==> config.mk <==
export PLATFORM = sky130hd
export DESIGN_NAME = acq_run_sequencer
export DESIGN_NICKNAME = d
export VERILOG_FILES = /design/src/rtl/acq_run_pkg.sv /design/src/rtl/acq_busy_gate.sv /design/src/rtl/acq_hold_timer.sv /design/src/rtl/acq_event_record.sv /design/src/rtl/acq_run_sequencer.sv
export SDC_FILE = /design/constraint.sdc
export NUM_CORES = 1
export LEC_CHECK = 0
export BUFFER_PORTS_ARGS = -buffer_cell sky130_fd_sc_hd__buf_2
export CAP_MARGIN = 40
export CELL_PAD_IN_SITES_DETAIL_PLACEMENT = 1
export CELL_PAD_IN_SITES_GLOBAL_PLACEMENT = 1
export CORE_ASPECT_RATIO = 0.9
export CORE_MARGIN = 10
export CORE_UTILIZATION = 42
export CTS_BUF_LIST = sky130_fd_sc_hd__clkbuf_8
export CTS_CLUSTER_DIAMETER = 50
export CTS_CLUSTER_SIZE = 16
export DETAILED_ROUTE_END_ITERATION = 10
export GPL_TIMING_DRIVEN = 0
export PLACE_DENSITY_LB_ADDON = 0.25
export RECOVER_POWER = 25
export SLEW_MARGIN = 20
export SYNTH_ARGS = -nofsm -noshare
export SYNTH_HDL_FRONTEND = slang
export SYNTH_SLANG_ARGS = --single-unit
==> constraint.sdc <==
create_clock -name clk -period 4.45 [get_ports clk]
set_input_delay 0.445 -clock clk [delete_from_list [all_inputs] [get_ports clk]]
set_output_delay 0.445 -clock clk [all_outputs]
set_load 0.05 [all_outputs]
==> src/rtl/acq_run_pkg.sv <==
package acq_run_pkg;
   typedef enum logic {
      ST_ARMED  = 1'b0,
      ST_FROZEN = 1'b1
   } seq_state_t;
endpackage

==> src/rtl/acq_busy_gate.sv <==
module acq_busy_gate #(
   parameter int N_HOSTS     = 4,
   parameter int SYNC_STAGES = 2
) (
   input  logic               clk,
   input  logic               rst,
   input  logic [N_HOSTS-1:0] busy,
   input  logic [N_HOSTS-1:0] mask,
   output logic               all_clear
);
   logic [N_HOSTS-1:0] busy_s;
   logic [N_HOSTS-1:0] live;

   generate
      if (SYNC_STAGES == 0) begin : g_direct
         assign busy_s = busy;
      end else begin : g_sync
         logic [N_HOSTS-1:0] stage [SYNC_STAGES];
         always_ff @(posedge clk) begin
            if (rst) stage[0] <= '0;
            else     stage[0] <= busy;
         end
         for (genvar k = 1; k < SYNC_STAGES; k++) begin : g_stage
            always_ff @(posedge clk) begin
               if (rst) stage[k] <= '0;
               else     stage[k] <= stage[k-1];
            end
         end
         assign busy_s = stage[SYNC_STAGES-1];
      end
   endgenerate

   for (genvar h = 0; h < N_HOSTS; h++) begin : g_host
      assign live[h] = busy_s[h] & ~mask[h];
   end

   assign all_clear = ~|live;
endmodule

==> src/rtl/acq_hold_timer.sv <==
module acq_hold_timer #(
   parameter int HOLD_MIN = 4
) (
   input  logic clk,
   input  logic rst,
   input  logic run,
   output logic done
);
   localparam int CW = $clog2(HOLD_MIN + 1);
   localparam logic [CW-1:0] LAST = CW'(HOLD_MIN - 1);

   logic [CW-1:0] cnt;

   assign done = (cnt >= LAST);

   always_ff @(posedge clk) begin
      if (rst || !run) cnt <= '0;
      else if (!done)  cnt <= cnt + 1'b1;
   end
endmodule

==> src/rtl/acq_event_record.sv <==
module acq_event_record #(
   parameter int CNT_W  = 16,
   parameter int TYPE_W = 5
) (
   input  logic              clk,
   input  logic              rst,
   input  logic              clear,
   input  logic              accept,
   input  logic [TYPE_W-1:0] type_in,
   output logic [CNT_W-1:0]  count,
   output logic [TYPE_W-1:0] type_q
);
   always_ff @(posedge clk) begin
      if (rst) begin
         count  <= '0;
         type_q <= '0;
      end else if (clear) begin
         count  <= accept ? CNT_W'(1) : '0;
         type_q <= accept ? type_in : '0;
      end else if (accept) begin
         count  <= count + 1'b1;
         type_q <= type_in;
      end
   end
endmodule

==> src/rtl/acq_run_sequencer.sv <==
module acq_run_sequencer
   import acq_run_pkg::*;
#(
   parameter int N_HOSTS      = 4,
   parameter int TYPE_W       = 5,
   parameter int CNT_W        = 16,
   parameter int HOLD_MIN     = 4,
   parameter int SYNC_STAGES  = 2,
   parameter int UPSTREAM_CYC = 30,
   parameter int BUDGET_CYC   = 40
) (
   input  logic               clk,
   input  logic               rst,
   input  logic               run_begin,
   input  logic               sig_valid,
   input  logic [TYPE_W-1:0]  sig_type,
   input  logic [N_HOSTS-1:0] host_busy,
   input  logic [N_HOSTS-1:0] busy_mask,
   output logic               stop_o,
   output logic               start_o,
   output logic [CNT_W-1:0]   evt_count,
   output logic [TYPE_W-1:0]  trig_type
);
   localparam int STOP_LAT = 1;

   generate
      if (N_HOSTS < 1)                          begin : g_bad_hosts  $error("N_HOSTS must be at least 1");     end
      if (TYPE_W < 1 || CNT_W < 1)              begin : g_bad_width  $error("widths must be positive");        end
      if (HOLD_MIN < 1)                         begin : g_bad_hold   $error("HOLD_MIN must be at least 1");    end
      if (SYNC_STAGES < 0)                      begin : g_bad_sync   $error("SYNC_STAGES cannot be negative"); end
      if (UPSTREAM_CYC + STOP_LAT > BUDGET_CYC) begin : g_bad_budget $error("stop latency over budget");       end
   endgenerate

   seq_state_t state;
   logic       all_clear;
   logic       hold_done;
   logic       accept;
   logic       release_now;

   acq_busy_gate #(.N_HOSTS(N_HOSTS), .SYNC_STAGES(SYNC_STAGES)) u_gate (
      .clk(clk), .rst(rst), .busy(host_busy), .mask(busy_mask), .all_clear(all_clear)
   );

   acq_hold_timer #(.HOLD_MIN(HOLD_MIN)) u_hold (
      .clk(clk), .rst(rst), .run(state == ST_FROZEN), .done(hold_done)
   );

   assign accept      = (state == ST_ARMED) && sig_valid;
   assign release_now = (state == ST_FROZEN) && hold_done && all_clear;

   acq_event_record #(.CNT_W(CNT_W), .TYPE_W(TYPE_W)) u_rec (
      .clk(clk), .rst(rst), .clear(run_begin), .accept(accept),
      .type_in(sig_type), .count(evt_count), .type_q(trig_type)
   );

   always_ff @(posedge clk) begin
      if (rst) begin
         state   <= ST_ARMED;
         start_o <= 1'b0;
      end else begin
         start_o <= release_now;
         if (accept)           state <= ST_FROZEN;
         else if (release_now) state <= ST_ARMED;
      end
   end

   assign stop_o = (state == ST_FROZEN);
endmodule

After elaboration in Yosys (flattened, before gate mapping)
Memory sizes are Yosys's and may differ from the RTL's.
Cells that the tools add are included.
{"block": "totals", "input_bits": 17, "ff_bits": 26, "memories": 1, "elab_cells": 42, "output_inout_bits": 23, "mem_bits_rw": 8}
{"memory": "u_gate.g_sync.stage", "depth": 2, "width": 4, "rd": 2, "rd_ports_with_merged_regs": 0, "wr": 2, "line": "acq_busy_gate.sv:18", "rtl": "logic [N_HOSTS-1:0] stage [SYNC_STAGES];"}
{"block": "op_classes", "n_reduce_logical": 9, "n_lt_le_gt_ge": 1, "n_bitwise": 11, "add_sub_neg": 2, "muxes": 13}
{"op": "$mux 16", "count": 2}
{"op": "$add 16x1->16 const B", "count": 1}
{"op": "$mux 5", "count": 3}
{"op": "$mux 4", "count": 2}
{"op": "$mux 1", "count": 6}
{"op": "$not 1->1", "count": 5}
{"op": "$and 1x1->1", "count": 4}
{"op": "$reduce_bool 2->1", "count": 2}
{"op": "$reduce_or 4->1", "count": 1}
{"op": "$add 3x1->3 const B", "count": 1}
{"op": "$ge 3x2->1 const B", "count": 1}
{"op": "$logic_and 1x1->1", "count": 3}
{"op": "$logic_not 1->1", "count": 2}
{"op": "$or 1x1->1", "count": 2}
{"op": "$logic_or 1x1->1", "count": 1}

Longest topological paths before layout
Gate-level depths: netlist of the first run.
{"block": "logic_depth", "ltp_word": 7, "ltp_mapped": 6, "mapped_depth_nobuf": 5}

By module
From an unflattened synthesis of the first run, not the netlist that was laid out.
{"block": "hier_totals", "hier_cells": 147, "area_unflattened_um2": 1412.6}
{"module": "acq_event_record", "cells_each": 104, "n_inst": 1, "seq_area_each_um2": 420.4, "area_each_um2": 914.6}
{"module": "acq_busy_gate", "cells_each": 21, "n_inst": 1, "seq_area_each_um2": 160.2, "area_each_um2": 267.8}
{"module": "acq_hold_timer", "cells_each": 16, "n_inst": 1, "seq_area_each_um2": 60.1, "area_each_um2": 160.2}
{"module": "acq_run_sequencer", "cells_each": 6, "n_inst": 1, "seq_area_each_um2": 40.0, "area_each_um2": 70.1}

Worst setup path before layout of the first run
OpenSTA, ideal clock, no wires.
{"block": "synth_path", "path_kind": "register to register", "from": "register u_rec.count[1]", "to": "register u_rec.count[14]", "setup_slack_ns": 2.404, "t_required_ns": 4.380, "setup_time_ns": 0.070, "path_stages_with_launch": 6, "arrival_time_ns": 1.976, "n_path_buf": 0, "synth_period_minus_slack_ns": 2.046, "path_cell_list": "dfxtp_1 -> ha_1 -> nand3b_1 -> nor4_1 -> or3b_1 -> a21oi_1"}
{"block": "synth_via", "elab_chain_cells": 3}
{"item": "start: declaration", "line": "acq_event_record.sv:10", "rtl": "output logic [CNT_W-1:0] count,"}
{"item": "start signal: assignment", "line": "acq_event_record.sv:18", "rtl": "count <= accept ? CNT_W'(1) : '0;"}
{"item": "start signal: assignment", "line": "acq_event_record.sv:21", "rtl": "count <= count + 1'b1;"}
{"item": "$add 16x1->16", "line": "acq_event_record.sv:21"}
{"item": "$mux 16", "line": "acq_event_record.sv:20", "rtl": "end else if (accept) begin"}
{"item": "$mux 16", "line": "acq_event_record.sv:17", "rtl": "end else if (clear) begin"}
Every way passes these cells. The select of a mux whose other input is x is not followed.
A chain may end at the register's enable or synchronous reset.

Worst setup path in the final report of the first run
Same ends and word-level chain as after synthesis.

==> run summary, run 1 <==
• status: completed
• via-per-instance ratio: 5.09
• Crit path required time: 4.66 ns
• Rel. slew slack: 59.9%
• post-detailed-route wirelength per cell: 15.1 µm
• part of the total power dissipated in sequential elements: 49.9%
• hold crit path type: input port to flip-flop
• vias after detailed routing: 1217
• setup slack of the critical path after layout: 2.48 ns
• leakage power: 0.000710 µW
• first-pass GRT wire length: 6220 µm
• sum of negative setup slack: 0 ns
• Max-cap violations: 0
• crit path time final: 1.97 ns
• total global-route track usage: 13.3%
• worst vdd ir: 215 µV
• height of the chip: 74.5 µm
• number of global-route vias before repair: 1282
• Fin Clk Skew: 0.0104 ns
• die extent in x: 80.5 µm
• count of synthesis-stage warnings from yosys: 0
• RSZ-0062 raised after global routing: false
• switching fraction of total power: 22.6%
• share of total power in combinational logic: 7.5%
• number of placement rows: 19
• most used flip-flop cell after synthesis: sky130_fd_sc_hd__dfxtp_1
• number of setup violations in the final report: 0
• highest attainable clock frequency: 508 MHz
• Cell Count, Final, Fillers Out: 239
• filler cell count: 397
• distinct cell type count after synthesis: 36
• arrival time at the worst endpoint: 2.18 ns
• Cell Pwr Density: 367 nW/µm²
• number of buffers created by CTS: 5
• drt pass-1 iters: 4
• top cells by area in the synthesized netlist: sky130_fd_sc_hd__dfxtp_1 49%, sky130_fd_sc_hd__nor2_1 5.7%, sky130_fd_sc_hd__nor2b_1 5.0%, sky130_fd_sc_hd__xnor2_1 3.8%, sky130_fd_sc_hd__a21oi_1 3.6%
• Iteration-0 DRC Markers: 63
• Clk Latency, worst-skew pair: 0.29 ns
• category of the worst setup path capture point: flip-flop
• share of flip-flops with an asynchronous set or reset: 0%
• DP Worst Slack: 2.51 ns
• area overhead of the layout relative to synthesis: 25.0%
• worst-case reg-to-reg path depth: 5
• share of the yosys chip area belonging to registers: 49.1%
• # resized after CTS: 0
• Critical Path Start Type: flip-flop
• Multi-input gate area: 658 µm²
• half-perimeter wire length after detailed placement: 2730 µm
• Max Slew Vio Count: 0
• CTS HTree Levels: 2
• portion of the clock cycle consumed by the worst path in the final layout: 44.2%
• r2r startpoint: u_rec.count[1]$_SDFFE_PP0P_
• worst setup path start: u_rec.count[1]$_SDFFE_PP0P_
• Clock Sinks: 34
• capture instance of the worst register-to-register path: u_rec.count[14]$_SDFFE_PP0P_
• P_sw: 143 µW
• cell count after synthesis: 150
• Die ar.: 6000 µm²
• routability congestion estimate: 0.779
• count of buffers inserted at the top-level ports: 39
• number of remaining DRC errors: 0
• Placeable Area: 3110 µm²
• starting density of the core: 44.5%
• storage element area: 681 µm²
• final hold violations: 0
• flop-to-flop setup slack: 2.48 ns
• capturing element of the worst setup path: u_rec.count[14]$_SDFFE_PP0P_
• library cell occupying the most area in the post-synthesis netlist: sky130_fd_sc_hd__dfxtp_1
• area share of the largest cell type after synthesis: 49.1%
• Least-Margin Pin Slew: 0.604 ns
• clock root buffer: sky130_fd_sc_hd__clkbuf_8
• number of nets in the synthesized netlist: 170
• total instance count after detailed placement: 231
• number of antenna violations at the first check in global routing: 0
• global-route congestion overflow total: 0
• number of nets with antenna violations after routing: 0
• drt total wl: 3600 µm
• number of buffers on the longest clock path: 2
• maximum fanout along the worst path: 6
• clock-pin slew on the worst setup and hold paths: 0.07 ns
• I/O pin cnt: 40
• critical setup path kind: flip-flop to flip-flop
• Net count, final: 216
• most used cells in the layout excluding fill and tap cells: 34 x sky130_fd_sc_hd__buf_2, 34 x sky130_fd_sc_hd__dfxtp_1, 21 x sky130_fd_sc_hd__nor2_1
• fraction of final layout cells with drive strength greater than 1: 23.4%
• largest net degree at the start of global routing: 11
• Post-synth EDFFs: 0
• Post-Syn Area per Cell: 9.23 µm²
• power share of the clock group: 42.6%
• Post-CTS Setup Repair Bufs: 0
• post-synthesis instance area: 1390 µm²
• clock tree from TritonCTS: done
• design internal power: 491 µW
• hold buffers post-CTS: 0
• antenna diode instance count: 0
• number of flip-flops and latches in the synthesized netlist: 34
per-layer routing:
layer	up-vias	routed length (µm)	global-route usage, %	share of wire, %
met2	25	1770	22.0	49
li1	604	-	-	-
met3	6	201	5.66	5.6
met4	0	84	6.64	2.3
met1	582	1540	14.3	43
met5	-	0	0	0
cell usage after synthesis, types with 2 or more instances:
cell type,instances
sky130_fd_sc_hd__nor2_1,21
sky130_fd_sc_hd__nor4_1,2
sky130_fd_sc_hd__dfxtp_1,34
sky130_fd_sc_hd__nand2_1,4
sky130_fd_sc_hd__xor2_1,5
sky130_fd_sc_hd__and3_1,2
sky130_fd_sc_hd__nor2b_1,11
sky130_fd_sc_hd__nor3_1,4
sky130_fd_sc_hd__nor3b_1,5
sky130_fd_sc_hd__clkbuf_1,4
sky130_fd_sc_hd__xnor2_1,6
sky130_fd_sc_hd__a21oi_1,10
sky130_fd_sc_hd__or3_1,2
sky130_fd_sc_hd__or2_2,2
sky130_fd_sc_hd__mux2i_1,2
sky130_fd_sc_hd__o21ai_0,3
sky130_fd_sc_hd__inv_1,7
sky130_fd_sc_hd__nand4_1,3
sky130_fd_sc_hd__ha_1,3
sky130_fd_sc_hd__a211oi_1,2
sky130_fd_sc_hd__nand3_1,2
sky130_fd_sc_hd__or4_1,2
worst min-delay path by stage:
stage               slack [ns]                                    to                            startpoint  depth (start not counted)
floorplan                 0.41  u_gate.g_sync.stage[1][0]$_SDFF_PP0_  u_gate.g_sync.stage[0][0]$_SDFF_PP0_                          1
global placement          0.42  u_gate.g_sync.stage[1][0]$_SDFF_PP0_  u_gate.g_sync.stage[0][0]$_SDFF_PP0_                          1
CTS                       0.36  u_gate.g_sync.stage[0][1]$_SDFF_PP0_                          host_busy[1]                          2
detailed placement        0.44  u_gate.g_sync.stage[1][1]$_SDFF_PP0_  u_gate.g_sync.stage[0][1]$_SDFF_PP0_                          1
global route              0.37  u_gate.g_sync.stage[0][2]$_SDFF_PP0_                          host_busy[2]                          2
finish                    0.38  u_gate.g_sync.stage[0][2]$_SDFF_PP0_                          host_busy[2]                          2
final cells by class:
cell class,instances,share of cell area [%]
buffer,5,1.16
clock buffer,5,3.97
clock inverter,3,2.17
inverter,7,1.52
multi-input combinational,104,38.0
sequential,34,39.3
tap,42,3.03
timing repair buffer,39,10.8
power groups by stage:
stage | sequential, µW | clock (µW) | combinational, µW
after CTS | 317 | 280 | 48.9
final | 317 | 270 | 47.7
after detailed placement | 324 | 0 | 48.5
after global placement | 323 | 0 | 46.7
after floorplan | 335 | 0 | 18.4
after global routing | 318 | 290 | 53.0
critical path, cell delays in order, from the launching register on:
cell,delay [ns]
sky130_fd_sc_hd__dfxtp_1,0.42
sky130_fd_sc_hd__ha_1,0.25
sky130_fd_sc_hd__nand3b_1,0.24
sky130_fd_sc_hd__nor4_1,0.45
sky130_fd_sc_hd__or3b_1,0.39
sky130_fd_sc_hd__a21oi_1,0.14
registers in the layout, indices dropped and copies added (netlist names):
name	flops
u_rec.count	16
u_gate.g_sync.stage	8
u_rec.type_q	5
u_hold.cnt	3
start_o	1
stop_o	1
metrics by stage:
step,area (µm²),power [µW],hold slack [ns],utilization (%)
floorplan,1390,354,0.414,-
global placement,1630,370,0.422,52.4
detailed placement,1630,372,0.441,52.4
CTS,1740,645,0.364,55.8
global route,1730,660,0.372,55.6
finish,1730,635,0.375,55.6
logic make-up after synthesis:
family / Yosys count / synth area share (%)
simple gates: 68 / 27.7
flops: 34 / 49.1
compound gates: 20 / 8.67
buf+inv: 12 / 3.34
xor+xnor: 11 / 6.96
fa+ha+maj: 3 / 2.71
mux: 2 / 1.45
(Power assumes the default switching activity.)
==> inputs of run 2 (changes only) <==
--- a/config.mk
+++ b/config.mk
@@ -11,7 +11,7 @@
 export CELL_PAD_IN_SITES_GLOBAL_PLACEMENT = 1
 export CORE_ASPECT_RATIO = 0.9
 export CORE_MARGIN = 10
-export CORE_UTILIZATION = 42
+export CORE_UTILIZATION = 39
 export CTS_BUF_LIST = sky130_fd_sc_hd__clkbuf_8
 export CTS_CLUSTER_DIAMETER = 50
 export CTS_CLUSTER_SIZE = 16
==> constraint.sdc (replaced) <==
create_clock -name clk -period 1.95 [get_ports clk]
set_input_delay 0.195 -clock clk [delete_from_list [all_inputs] [get_ports clk]]
set_output_delay 0.195 -clock clk [all_outputs]
set_load 0.05 [all_outputs]
==> run 2 against run 1 <==
Count of clock-buffer cells in the layout increased by 1. Core utilization decreased by 2.7 points. Sequential power increased by 130%. Combinational power increased by 130%. Largest cell class unchanged. Critical path depth decreased by 1. Critical endpoint is now u_rec.count[15]$_SDFFE_PP0P_. Sequential cell count unchanged. Sequential share of layout area decreased by 1.4 points. Clock power increased to 3.0 times the previous value.
==> run summary, run 2 (synthesis gave the netlist of run 1 again) <==
• count of buffers inserted at the top-level ports: 39, unchanged
• clock tree from TritonCTS: done
• height of the chip: 76.5 µm, +2.8%
• area overhead of the layout relative to synthesis: 30.1%
• Crit path required time: 2.16 ns, -2.50 ns
• largest net degree at the start of global routing: 12, +1
• starting density of the core: 40.7%, -3.8 points
• number of placement rows: 20, +1
• CTS HTree Levels: 2, unchanged
• largest registers in the final layout: u_rec.count: 16 flops, u_gate.g_sync.stage: 8 flops, u_rec.type_q: 5 flops
• sum of negative setup slack: 0 ns, unchanged
• Net count, final: 218, +0.93%
• number of global-route vias before repair: 1425, +11%
• Least-Margin Pin Slew: 0.625 ns, +0.0204 ns
• Hold Worst Slack: 0.126 ns, -0.249 ns
• number of buffers on the longest clock path: 2, unchanged
• status: completed
• Max Slew Vio Count: 0, unchanged
• routability congestion estimate: 0.774, -0.65%
• arrival time at the worst endpoint: 1.96 ns, -0.22 ns
• via-per-instance ratio: 5.00, -1.9%
• Clock Sinks: 34, unchanged
• crit path time final: 1.75 ns, -0.221 ns
• Critical Path Start Type: flip-flop
• hold crit path type: input port to flip-flop
• global-route congestion overflow total: 0, unchanged
• final core utilization: 52.9%, -2.7 points
• Max-cap violations: 0, unchanged
• RSZ-0062 raised after global routing: false
• Rel. slew slack: 58.5%, -1.4 points
• drt total wl: 3850 µm, +6.9%
• critical setup path kind: flip-flop to flip-flop
• first-pass GRT wire length: 6780 µm, +9.0%
• number of setup violations in the final report: 0, unchanged
• I/O pin cnt: 40, unchanged
• drt pass-1 iters: 4, unchanged
• maximum fanout along the worst path: 6, unchanged
• number of antenna violations at the first check in global routing: 0, unchanged
• max FFs per register: 16, unchanged
• most flop-heavy register: u_rec.count
• clock root buffer: sky130_fd_sc_hd__clkbuf_8
• Multi-input gate area: 673 µm², +2.3%
• number of remaining DRC errors: 0, unchanged
• flop-to-flop setup slack: 0.20 ns, -2.28 ns
• clock-pin slew on the worst setup and hold paths: 0.07 ns, about the same
• leakage power: 0.000743 µW, +4.6%
• fraction of final layout cells with drive strength greater than 1: 26.1%, +2.8 points
• half-perimeter wire length after detailed placement: 2890 µm, +5.8%
• die extent in x: 82.8 µm, +2.8%
• most used cells in the layout excluding fill and tap cells: 33 x sky130_fd_sc_hd__buf_2, 32 x sky130_fd_sc_hd__dfxtp_1, 21 x sky130_fd_sc_hd__nor2_1
• post-detailed-route wirelength per cell: 15.8 µm, +5.1%
• filler cell count: 424, +6.8%
• worst vdd ir: 416 µV, +94%
• final hold violations: 0, unchanged
• power consumption: 1630 µW, +160%
• Fin Clk Skew: 0.00763 ns, -0.00275 ns
• total global-route track usage: 12.6%, -0.65 points
• Iteration-0 DRC Markers: 46, -27%
• number of buffers created by CTS: 5, unchanged
• Cell Pwr Density: 906 nW/µm², +150%
• Clk Latency, worst-skew pair: 0.28 ns, about the same
• highest attainable clock frequency: 573 MHz, +13%
• Placeable Area: 3400 µm², +9.3%
• most common cell after layout, fill and taps aside: sky130_fd_sc_hd__buf_2
• vias after detailed routing: 1214, -0.25%
• antenna diode instance count: 0, unchanged
• number of nets with antenna violations after routing: 0, unchanged
• category of the worst setup path capture point: flip-flop
• portion of the clock cycle consumed by the worst path in the final layout: 89.6%, +45 points
• storage element area: 683 µm², +0.37%
• Die ar.: 6340 µm², +5.7%
-- run 2: changes by cell type in the layout (fill, tap and decap cells not counted), sizes merged --
| cell | previous run | this run |
|---|---|---|
| buf | 34 | 35 |
| clkbuf | 15 | 17 |
| inv | 9 | 7 |
| bufinv | 1 | 2 |
-- run 2: area by class of cell --
cell class / instances / area share [%]
Timing Repair Buffer: 41 / 11.2
Multi-Input combinational cell: 104 / 37.4
Clock buffer: 6 / 4.58
Clock inverter: 2 / 3.33
Buffer: 5 / 1.11
Sequential cell: 34 / 37.9
Inverter: 7 / 1.46
Tap cell: 44 / 3.06
-- run 2: critical path, cell delays in order (launching register included) --
cell and delay (ns):
sky130_fd_sc_hd__dfxtp_1 0.46, sky130_fd_sc_hd__nand4_2 0.22, sky130_fd_sc_hd__or2_4 0.34, sky130_fd_sc_hd__or4_1 0.51, sky130_fd_sc_hd__a21oi_1 0.15
-- run 2: per-layer routing --
metal / global-route usage [%] / up-vias / wire (µm)
met5: 0 / - / 0
met4: 2.89 / 0 / 19
met3: 6.41 / 2 / 268
met2: 22.5 / 29 / 1990
met1: 12.7 / 575 / 1570
li1: - / 608 / -
-- run 2: path summary, 6_finish.rpt --
path                                                           start                                    to  cells past startpoint
worst max register to register           u_rec.count[5]$_SDFFE_PP0P_          u_rec.count[15]$_SDFFE_PP0P_                      4
worst min register to register  u_gate.g_sync.stage[0][0]$_SDFF_PP0_  u_gate.g_sync.stage[1][0]$_SDFF_PP0_                      1
worst min-delay path                                    host_busy[3]  u_gate.g_sync.stage[0][3]$_SDFF_PP0_                      2
worst max-delay path                     u_rec.count[5]$_SDFFE_PP0P_          u_rec.count[15]$_SDFFE_PP0P_                      4
-- run 2: stage by stage --
step                setup slack, ns  cells  cell area [µm²]
floorplan                    0.0421    150             1390
global placement             0.0989    233             1640
detailed placement         0.000438    233             1640
CTS                          0.0597    241             1790
global route                 0.0692    243             1800
finish                        0.203    243             1800
-- run 2: what timing repair did --
item,CTS,global route
gates resized for setup,1,1
setup endpoints to repair,1,1
pin swaps,0,1
setup buffers,0,2
hold buffers,0,0
-- run 2: report_power, final --
group          internal [µW]  switching (µW)
registers                712            11.4
clock network            545             255
logic                   37.8            71.1
total                   1300             337
==> inputs of run 3 (changes only) <==
--- a/config.mk
+++ b/config.mk
@@ -5,13 +5,14 @@
 export SDC_FILE = /design/constraint.sdc
 export NUM_CORES = 1
 export LEC_CHECK = 0
+export ABC_AREA = 1
 export BUFFER_PORTS_ARGS = -buffer_cell sky130_fd_sc_hd__buf_2
 export CAP_MARGIN = 40
 export CELL_PAD_IN_SITES_DETAIL_PLACEMENT = 1
 export CELL_PAD_IN_SITES_GLOBAL_PLACEMENT = 1
 export CORE_ASPECT_RATIO = 0.9
 export CORE_MARGIN = 10
-export CORE_UTILIZATION = 39
+export CORE_UTILIZATION = 37
 export CTS_BUF_LIST = sky130_fd_sc_hd__clkbuf_8
 export CTS_CLUSTER_DIAMETER = 50
 export CTS_CLUSTER_SIZE = 16
==> run 3 against run 2 <==
Non-clock buffer count fell by 4. Area after synthesis up 7.3%. Largest power group is now sequential cells. Synthesized cell count grew 43%. Sequential power is essentially flat.
==> run summary, run 3 <==
• status: completed
• maximum fanout along the worst path: 5, -1
• drt total wl: 3840 µm, -0.10%
• power share of the clock group: 38.6%, -10 points
• Net count, final: 280, +28%
• P_sw: 341 µW, +1.0%
• clock root buffer: sky130_fd_sc_hd__clkbuf_8
• cell with the most instances on the worst path: sky130_fd_sc_hd__nand2_1
• leading cell types by count after synthesis: 48 x sky130_fd_sc_hd__nand2_1, 48 x sky130_fd_sc_hd__nor2_1, 34 x sky130_fd_sc_hd__dfxtp_1
• Fin Clk Skew: 0.00206 ns, -0.00557 ns
• largest registers in the final layout: u_rec.count: 16 flops, u_gate.g_sync.stage: 8 flops, u_rec.type_q: 5 flops
• clock tree from TritonCTS: done
• Clk Latency, worst-skew pair: 0.28 ns, about the same
• switching fraction of total power: 24.8%, +4.2 points
• Post-synth EDFFs: 0, unchanged
• # resized after CTS: 0, -1
• global-route congestion overflow total: 0, unchanged
• number of antenna violations at the first check in global routing: 0, unchanged
• share of the yosys chip area belonging to registers: 45.8%, -3.4 points
• count of synthesis-stage warnings from yosys: 0, unchanged
• worst vdd ir: 525 µV, +26%
• routability congestion estimate: 0.767, -0.97%
• share of flip-flops with an asynchronous set or reset: 0%, unchanged
• part of the total power dissipated in sequential elements: 52.7%, +8.4 points
• crit path cell chain: ha_1 -> nand2_1 -> inv_1 -> nand2_1 -> nor2_1 -> nand4_1 -> nand2_1 -> nor2_1
• number of buffers created by CTS: 5, unchanged
• RSZ-0062 raised after global routing: false
• crit-path max cell delay: 0.40 ns, -0.11 ns
• total global-route track usage: 12.3%, -0.33 points
• Post-Syn Area per Cell: 6.91 µm², -25%
• area share of the largest cell type after synthesis: 45.8%, -3.4 points
• final hold violations: 0, unchanged
• most common cell after layout, fill and taps aside: sky130_fd_sc_hd__nor2_1
• number of placement rows: 21, +5.0%
• total instance count after detailed placement: 299, +28%
• Critical Path Start Type: flip-flop
• Iteration-0 DRC Markers: 37, -20%
• hold crit path type: input port to flip-flop
• drt pass-1 iters: 4, unchanged
• design internal power: 1030 µW, -20%
• via-per-instance ratio: 4.56, -8.7%
• fraction of final layout cells with drive strength greater than 1: 19.2%, -7.0 points
• Max-cap violations: 0, unchanged
• most used cells in the layout excluding fill and tap cells: 49 x sky130_fd_sc_hd__nor2_1, 48 x sky130_fd_sc_hd__nand2_1, 34 x sky130_fd_sc_hd__dfxtp_1
• distinct cell type count after synthesis: 23, -36%
• post-synthesis instance area: 1490 µm², +7.3%
• Clock Sinks: 34, unchanged
• hold buffers post-CTS: 0, unchanged
• clock-pin slew on the worst setup and hold paths: 0.07 ns, about the same
• post-detailed-route wirelength per cell: 12.5 µm, -21%
• sum of negative setup slack: 0 ns, unchanged
• number of nets with antenna violations after routing: 0, unchanged
• filler cell count: 540, +27%
• height of the chip: 80.1 µm, +4.7%
• count of buffers inserted at the top-level ports: 38, -2.6%
• arrival time at the worst endpoint: 1.57 ns, -0.39 ns
• critical setup path kind: flip-flop to flip-flop
• number of setup violations in the final report: 0, unchanged
• starting density of the core: 39.3%, -1.4 points
• first-pass GRT wire length: 6890 µm, +1.5%
• most used flip-flop cell after synthesis: sky130_fd_sc_hd__dfxtp_1
• cell count after synthesis: 215, +43%
• antenna diode instance count: 0, unchanged
• Crit path required time: 2.13 ns, -0.03 ns
• Least-Margin Pin Slew: 0.629 ns, +0.00400 ns
• Placeable Area: 3780 µm², +11%
• Max stage delay cell, worst path: sky130_fd_sc_hd__dfxtp_1
• Rel. slew slack: 58.3%, -0.27 points
• Die ar.: 6960 µm², +9.7%
• number of nets in the synthesized netlist: 235, +38%
• final core utilization: 48.0%, -5.0 points
• number of flip-flops and latches in the synthesized netlist: 34, unchanged
• half-perimeter wire length after detailed placement: 3080 µm, +6.6%
• category of the worst setup path capture point: flip-flop
• largest net degree at the start of global routing: 11, -1
• portion of the clock cycle consumed by the worst path in the final layout: 71.3%, -18 points
• number of buffers on the longest clock path: 2, unchanged
• Post-CTS Setup Repair Bufs: 0, unchanged
• top cells by area in the synthesized netlist: sky130_fd_sc_hd__dfxtp_1 46%, sky130_fd_sc_hd__nand2_1 12%, sky130_fd_sc_hd__nor2_1 12%, sky130_fd_sc_hd__inv_1 8.1%, sky130_fd_sc_hd__a21oi_1 4.0%
• Cell Count, Final, Fillers Out: 307, +26%
• library cell occupying the most area in the post-synthesis netlist: sky130_fd_sc_hd__dfxtp_1
• leakage power: 0.000862 µW, +16%
• share of total power in combinational logic: 8.7%, +2.0 points
• highest attainable clock frequency: 719 MHz, +26%
• number of global-route vias before repair: 1547, +8.6%
• I/O pin cnt: 40, unchanged
• Max Slew Vio Count: 0, unchanged
• vias after detailed routing: 1401, +15%
• most flop-heavy register: u_rec.count
• CTS HTree Levels: 2, unchanged
• die extent in x: 86.8 µm, +4.8%
• Cell Pwr Density: 755 nW/µm², -17%
• number of remaining DRC errors: 0, unchanged
• area overhead of the layout relative to synthesis: 22.1%
• crit path time final: 1.39 ns, -0.356 ns
• max FFs per register: 16, unchanged
==> run 3: power groups by stage <==
stage               sequential (µW)  combinational [µW]  clock (µW)
floorplan                       767                53.9           0
global placement                737                 121           0
detailed placement              738                 124           0
CTS                             722                 124         555
global route                    724                 135         582
finish                          722                 120         529
==> run 3: worst max-delay path: cells and delay by family, from the launching register on <==
kind / cells / cell delay [ns]
and+or+nand+nor: 6 / 0.64
DFF: 1 / 0.40
adders and majority gates: 1 / 0.20
buffers and inverters: 1 / 0.06
==> run 3: area by class of cell <==
class	instances	area (µm²)	share of cell area, %
multi-input combinational	143	648	35.7
tap	46	57.6	3.17
clock inverter	2	8.76	0.482
clock buffer	6	82.6	4.55
timing repair buffer	38	184	10.1
sequential	34	681	37.5
buffer	4	26.3	1.45
inverter	34	128	7.03
==> run 3: cell families (layout without fill, tap and decap cells) <==
kind of cell               Yosys count  after routing  share of synthesized area (%)
and+or+nand+nor                    116            116                           32.7
buffers and inverters               38             84                           10.4
DFF                                 34             34                           45.8
AOI/OAI and AO/OA                   24             24                           8.50
adders and majority gates            3              3                           2.53
==> run 3: per-stage QoR <==
stage	total power, µW	hold slack (ns)	area [µm²]	setup WS (ns)
global route	1440	0.123	1820	0.365
finish	1370	0.113	1820	0.559
global placement	859	0.388	1730	0.586
detailed placement	863	0.400	1730	0.567
floorplan	820	0.302	1490	0.372
CTS	1400	0.104	1830	0.546
==> run 3: worst paths after layout <==
path,depth (start not counted),startpoint,to,slack (ns)
min,3,host_busy[3],u_gate.g_sync.stage[0][3]$_SDFF_PP0_,0.11
max,8,u_rec.count[0]$_SDFFE_PP0P_,u_rec.count[14]$_SDFFE_PP0P_,0.56
max reg2reg,8,u_rec.count[0]$_SDFFE_PP0P_,u_rec.count[14]$_SDFFE_PP0P_,0.56
min reg2reg,2,u_gate.g_sync.stage[0][1]$_SDFF_PP0_,u_gate.g_sync.stage[1][1]$_SDFF_PP0_,0.41
==> run 3: metal layers <==
metal	share of wire (%)	track usage, %	vias up	wire length (µm)
met5	0	0	-	0
met4	1.1	5.18	0	44
met3	5.4	5.25	5	209
met2	48	19.8	17	1830
met1	46	13.8	635	1760
li1	-	-	744	-
